--- src/rtl/mac_pkg.sv ---
package mac_pkg;
  typedef enum logic [1:0] {
    OP_MUL  = 2'd0,
    OP_MAC  = 2'd1,
    OP_LMUL = 2'd2,
    OP_LMAC = 2'd3
  } mac_op_e;

  function automatic logic op_is_long(input mac_op_e op);
    return op[1];
  endfunction

  function automatic logic op_accumulates(input mac_op_e op);
    return op[0];
  endfunction
endpackage

--- src/rtl/mac_operand_prep.sv ---
module mac_operand_prep #(
  parameter int DATA_W = 32,
  localparam int WIDE_W = 2 * DATA_W
) (
  input  mac_pkg::mac_op_e    op_i,
  input  logic                signed_i,
  input  logic [DATA_W-1:0]   a_i,
  input  logic [WIDE_W-1:0]   acc_i,
  output logic [WIDE_W-1:0]   a_ext_o,
  output logic [WIDE_W-1:0]   acc_init_o
);
  always_comb begin
    if (signed_i) a_ext_o = {{DATA_W{a_i[DATA_W-1]}}, a_i};
    else          a_ext_o = {{DATA_W{1'b0}}, a_i};

    if (!mac_pkg::op_accumulates(op_i))
      acc_init_o = '0;
    else if (mac_pkg::op_is_long(op_i))
      acc_init_o = acc_i;
    else
      acc_init_o = {{DATA_W{1'b0}}, acc_i[DATA_W-1:0]};
  end
endmodule

--- src/rtl/mac_chunk_step.sv ---
module mac_chunk_step #(
  parameter int DATA_W  = 32,
  parameter int CHUNK_W = 8,
  localparam int WIDE_W = 2 * DATA_W
) (
  input  logic [WIDE_W-1:0] acc_i,
  input  logic [WIDE_W-1:0] a_sh_i,
  input  logic [DATA_W-1:0] rem_i,
  input  logic              signed_i,
  output logic [WIDE_W-1:0] acc_o,
  output logic [WIDE_W-1:0] a_sh_o,
  output logic [DATA_W-1:0] rem_o,
  output logic              last_o
);
  logic [CHUNK_W-1:0]        chunk;
  logic [WIDE_W-1:0]         partial;
  logic [WIDE_W-1:0]         tail_fix;
  logic signed [DATA_W-1:0]  rem_ars;
  logic                      tail_ones;

  always_comb begin
    chunk     = rem_i[CHUNK_W-1:0];
    partial   = a_sh_i * WIDE_W'(chunk);
    rem_ars   = $signed(rem_i) >>> CHUNK_W;
    rem_o     = signed_i ? DATA_W'(rem_ars) : (rem_i >> CHUNK_W);
    tail_ones = signed_i && (rem_o == {DATA_W{1'b1}});
    a_sh_o    = a_sh_i << CHUNK_W;
    tail_fix  = tail_ones ? a_sh_o : '0;
    acc_o     = acc_i + partial - tail_fix;
    last_o    = (rem_o == '0) || tail_ones;
  end
endmodule

--- src/rtl/mac_result_fmt.sv ---
module mac_result_fmt #(
  parameter int DATA_W = 32,
  localparam int WIDE_W = 2 * DATA_W
) (
  input  logic [WIDE_W-1:0] sum_i,
  input  logic              long_i,
  output logic [DATA_W-1:0] lo_o,
  output logic [DATA_W-1:0] hi_o,
  output logic              neg_o,
  output logic              zero_o
);
  always_comb begin
    lo_o = sum_i[DATA_W-1:0];
    hi_o = long_i ? sum_i[WIDE_W-1:DATA_W] : '0;
    if (long_i) begin
      neg_o  = sum_i[WIDE_W-1];
      zero_o = (sum_i == '0);
    end else begin
      neg_o  = sum_i[DATA_W-1];
      zero_o = (sum_i[DATA_W-1:0] == '0);
    end
  end
endmodule

--- src/rtl/mac_seq_unit.sv ---
module mac_seq_unit #(
  parameter int DATA_W  = 32,
  parameter int CHUNK_W = 8,
  localparam int WIDE_W = 2 * DATA_W
) (
  input  logic              clk,
  input  logic              rst,
  input  logic              start_i,
  input  logic [1:0]        op_i,
  input  logic              signed_i,
  input  logic [DATA_W-1:0] a_i,
  input  logic [DATA_W-1:0] b_i,
  input  logic [WIDE_W-1:0] acc_i,
  output logic              busy_o,
  output logic              done_o,
  output logic [DATA_W-1:0] res_lo_o,
  output logic [DATA_W-1:0] res_hi_o,
  output logic              neg_o,
  output logic              zero_o
);
  import mac_pkg::*;

  mac_op_e           op_in;
  logic [WIDE_W-1:0] a_ext, acc_init;
  logic [WIDE_W-1:0] acc_q, a_sh_q;
  logic [DATA_W-1:0] rem_q;
  logic              sgn_q, long_q;
  logic [WIDE_W-1:0] acc_nx, a_sh_nx;
  logic [DATA_W-1:0] rem_nx;
  logic              last;
  logic [DATA_W-1:0] fmt_lo, fmt_hi;
  logic              fmt_neg, fmt_zero;

  assign op_in = mac_op_e'(op_i);

  mac_operand_prep #(.DATA_W(DATA_W)) u_prep (
    .op_i(op_in), .signed_i(signed_i), .a_i(a_i), .acc_i(acc_i),
    .a_ext_o(a_ext), .acc_init_o(acc_init)
  );

  mac_chunk_step #(.DATA_W(DATA_W), .CHUNK_W(CHUNK_W)) u_step (
    .acc_i(acc_q), .a_sh_i(a_sh_q), .rem_i(rem_q), .signed_i(sgn_q),
    .acc_o(acc_nx), .a_sh_o(a_sh_nx), .rem_o(rem_nx), .last_o(last)
  );

  mac_result_fmt #(.DATA_W(DATA_W)) u_fmt (
    .sum_i(acc_nx), .long_i(long_q),
    .lo_o(fmt_lo), .hi_o(fmt_hi), .neg_o(fmt_neg), .zero_o(fmt_zero)
  );

  always_ff @(posedge clk) begin
    if (rst) begin
      busy_o   <= 1'b0;
      done_o   <= 1'b0;
      res_lo_o <= '0;
      res_hi_o <= '0;
      neg_o    <= 1'b0;
      zero_o   <= 1'b0;
      acc_q    <= '0;
      a_sh_q   <= '0;
      rem_q    <= '0;
      sgn_q    <= 1'b0;
      long_q   <= 1'b0;
    end else begin
      done_o <= 1'b0;
      if (!busy_o) begin
        if (start_i) begin
          busy_o <= 1'b1;
          acc_q  <= acc_init;
          a_sh_q <= a_ext;
          rem_q  <= b_i;
          sgn_q  <= signed_i;
          long_q <= op_is_long(op_in);
        end
      end else begin
        acc_q  <= acc_nx;
        a_sh_q <= a_sh_nx;
        rem_q  <= rem_nx;
        if (last) begin
          busy_o   <= 1'b0;
          done_o   <= 1'b1;
          res_lo_o <= fmt_lo;
          res_hi_o <= fmt_hi;
          neg_o    <= fmt_neg;
          zero_o   <= fmt_zero;
        end
      end
    end
  end
endmodule

--- config.mk ---
export PLATFORM = sky130hd
export DESIGN_NAME = mac_seq_unit
export DESIGN_NICKNAME = d
export VERILOG_FILES = /design/src/rtl/mac_pkg.sv /design/src/rtl/mac_operand_prep.sv /design/src/rtl/mac_chunk_step.sv /design/src/rtl/mac_result_fmt.sv /design/src/rtl/mac_seq_unit.sv
export SDC_FILE = /design/constraint.sdc
export NUM_CORES = 2
export LEC_CHECK = 0
export BUFFER_PORTS_ARGS = -buffer_cell sky130_fd_sc_hd__buf_2
export CAP_MARGIN = 10
export CORE_MARGIN = 3
export CORE_UTILIZATION = 35
export CTS_CLUSTER_DIAMETER = 40
export DETAILED_ROUTE_END_ITERATION = 10
export SLEW_MARGIN = 20
export SYNTH_ARGS = -nofsm -noshare
export SYNTH_HDL_FRONTEND = slang
export SYNTH_SLANG_ARGS = --single-unit
--- constraint.sdc ---
create_clock -name clk -period 11.21 [get_ports clk]
set_clock_uncertainty 0.2 [all_clocks]
set_input_delay 2.242 -clock clk [delete_from_list [all_inputs] [get_ports clk]]
set_output_delay 2.242 -clock clk [all_outputs]
set_load 0.03 [all_outputs]
==> metrics.yaml <==
clock_network:
  cts_hold_buf: 0
  cts_setup_buffers: 0
  cts_resized: 0
  cts.htree.levels: 2
  clk_path_buf_depth: 3
  clk_pin_slew_ns: 0.06
  cts_buffers: 47
  root_buffer: "clkbuf_16"
  clock_latency_ns: 0.59
  cts_tree: "done"
  cts.sinks: 230
yosys:
  muxShareOfSynthArea_pct: 2.69
  synthesis.instances: 3437
  syn_avg_cell_area_sq_um: 8.22
  synth-seq-area-share_pct: 16.3
  yosys.area.top_type: "fa_1"
  ys_seq_elements: 230
  async_flop_share_pct: 0
  ys_types: 70
  synthXorXnorAreaFrac_pct: 2.42
  ys_top_cells_by_area: "fa_1, dfxtp_1, inv_1"
  synth_edf_count: 0
  syn-cell-area_sq_um: 28300
  synth_adder_area_share_pct: 36.3
  yosys.cell_count.top_type: "inv_1"
  netlist.area_leader.share_pct: 33.0
  ys.warnings.count: 0
  syn-num-nets: 4112
  synth-main-ff-cell: "dfxtp_1"
  synth_compound_area_share_pct: 11.6
  yosys.area_share.simple_pct: 18.7
  yosys-top-cells-count: "inv_1, fa_1, nand2_1"
  synth_top_family_by_area: "adder cells"
sta:
  hold_violations: 0
  fin_crit_sh_pct: 86.0
  fin_setup_tns_ns: 0
  slew_headroom_pct: 37.0
  worst-slew-pin-transition_ns: 0.943
  period_minus_slack_ns: 9.65
  rsz0062_at_grt: "no"
  drv_slew: 0
  max_clock_freq_mhz: 104
  setup_viol: 0
worst_setup_path:
  end_kind: "register"
  setup.worst_path.end: "zero_o"
  worstPathMaxFanout: 45
  worstSetupPathType: "register to register"
  crit_arrival_ns: 9.95
  timing.rr.end: "zero_o"
  crit_start: "rem_q[12]"
  reg2reg_slack_ns: 1.56
  required_ns: 11.52
  cp-start-kind: "register"
  worstReg2RegStart: "rem_q[12]"
  r2r_cells: 27
routing:
  vias_per_cell: 5.07
  dr.pass1.iters: 7
  drc_errors: 0
  dr.first_iter.drc_count: 1918
  drt_wl_total_mm: 89.8
  detailroute.via_count: 23125
  ant_nets: 0
  post_drt_wl_per_cell_microns: 19.7
finish:
  syn_to_final_growth_pct: 11.5
  final_net_count: 4146
  stdcell_count: 4559
  fillers: 8025
  layout-drive-gt1-share_pct: 9.38
  final_area_sq_um: 31500
floorplan:
  fp.dieH_microns: 290
  die_area_sq_um: 84200
  initial_core_util_pct: 35.5
  die_x_microns: 290
  design.portCount: 202
  core-area_sq_um: 79500
  num_rows: 103
place:
  io_buffer_count: 201
  routabilityCongestion: 0.909
  postPlaceCellArea_sq_um: 29900
  post-place-cells: 4472
  hpwlAfterDp_mm: 68.2
grt:
  grt_util_all_layers_pct: 21.5
  overflow: 0
  antenna_found_initial: 6
  grt_pass1_vias: 23424
  grt_pass1_wl_mm: 142
  grt_start_max_net_pins: 91
job:
  max-cap-violations: 0
power_and_ir_drop:
  ir_drop_mv: 0.188
  power-per-cell-area_nw_per_um2: 225
  power.total_mw: 7.08
  power.leakage_nw: 15.0
outcome:
  status: "finished, final reports clean"
hold_path:
  worstHoldPathType: "register to register"
[critical path, stage by stage (launching register included)]
cell and delay (ns):
dfxtp_1 0.38, nand4_1 0.14, or4_4 0.55, nor4_4 0.71, buf_4 0.58, nand2_1 0.14, fa_1 0.51, inv_1 0.05
fa_1 0.44, fa_1 0.49, inv_1 0.05, fa_1 0.49, inv_1 0.05, fa_1 0.50, inv_1 0.05, ha_1 0.46
nand4_1 0.24, nor3_1 0.41, nand2_1 0.10, a21oi_1 0.51, nor3_2 0.16, xnor2_1 0.23, nor4b_1 0.29, and4bb_1 0.28
nand4_1 0.28, or4_1 0.55, or4_1 0.51, o31ai_2 0.18
[cells by family after synthesis]
kind of cell    Yosys count
mux                      76
fa+ha+maj               541
simple gates           1103
buf+inv                 900
flops                   230
xor+xnor                 78
compound gates          509
[metal layers]
metal  part of all wire [%]  GRT usage [%]  up-vias
met3                    6.8           2.95      128
met4                    3.0           6.29        0
met1                     47           32.5    11486
met5                      0              0        -
met2                     43           31.7      823
li1                       -              -    10688
[placed cells by master, fill, tap and decap left out, drive strengths merged, types with 75 or more instances in the layout]
| master | Yosys | routed |
|---|---|---|
| a21oi | 224 | 224 |
| mux2i | 76 | 76 |
| inv | 662 | 678 |
| dfxtp | 230 | 230 |
| ha | 75 | 75 |
| and2 | 293 | 293 |
| fa | 466 | 466 |
| nand2 | 346 | 346 |
| nor2 | 309 | 309 |
| buf | 21 | 223 |
[stage by stage]
step / utilization [%] / hold slack (ns) / setup WS [ns]
detailed placement: 37.6 / 0.260 / 1.63
floorplan: - / 0.258 / 3.17
CTS: 39.6 / 0.278 / 1.51
global route: 39.6 / 0.300 / 1.19
global placement: 37.6 / 0.262 / 1.59
finish: 39.6 / 0.277 / 1.56
[worst min-delay path by stage]
| stage | cells after the start | end | from | slack (ns) |
|---|---|---|---|---|
| after floorplan | 2 | a_sh_q[0] | a_sh_q[0] | 0.26 |
| after global placement | 1 | res_hi_o[28] | res_hi_o[28] | 0.26 |
| after detailed placement | 1 | res_hi_o[29] | res_hi_o[29] | 0.26 |
| after CTS | 1 | res_hi_o[29] | res_hi_o[29] | 0.28 |
| after global routing | 1 | res_hi_o[6] | res_hi_o[6] | 0.30 |
| final | 1 | res_hi_o[24] | res_hi_o[24] | 0.28 |
[power by group]
| group | internal, mW | switching, mW | total (mW) |
|---|---|---|---|
| Clock | 0.862 | 0.565 | 1.43 |
| Combinational | 1.56 | 3.04 | 4.60 |
| Sequential | 0.929 | 0.124 | 1.05 |
| Total | 3.35 | 3.73 | 7.08 |
[state kept, by name, indices dropped and copies added (netlist names)]
signal	cells
acc_q	64
res_lo_o	32
neg_o	1
long_q	1
res_hi_o	32
busy_o	1
a_sh_q	64
zero_o	1
done_o	1
rem_q	32
sgn_q	1
[area by class of cell]
class                   instances  area [sq um]  share of cell area (%)
multi-input cells            2307         20300                    64.4
clock inverters                34           394                    1.25
diodes                          1          2.50                 0.00795
clock buffers                  52          1210                    3.86
flip-flops and latches        230          4620                    14.7
repair buffers                223          1180                    3.75
inverters                     662          2490                    7.89
well taps                    1050          1310                    4.17
(Power assumes the default switching activity.)
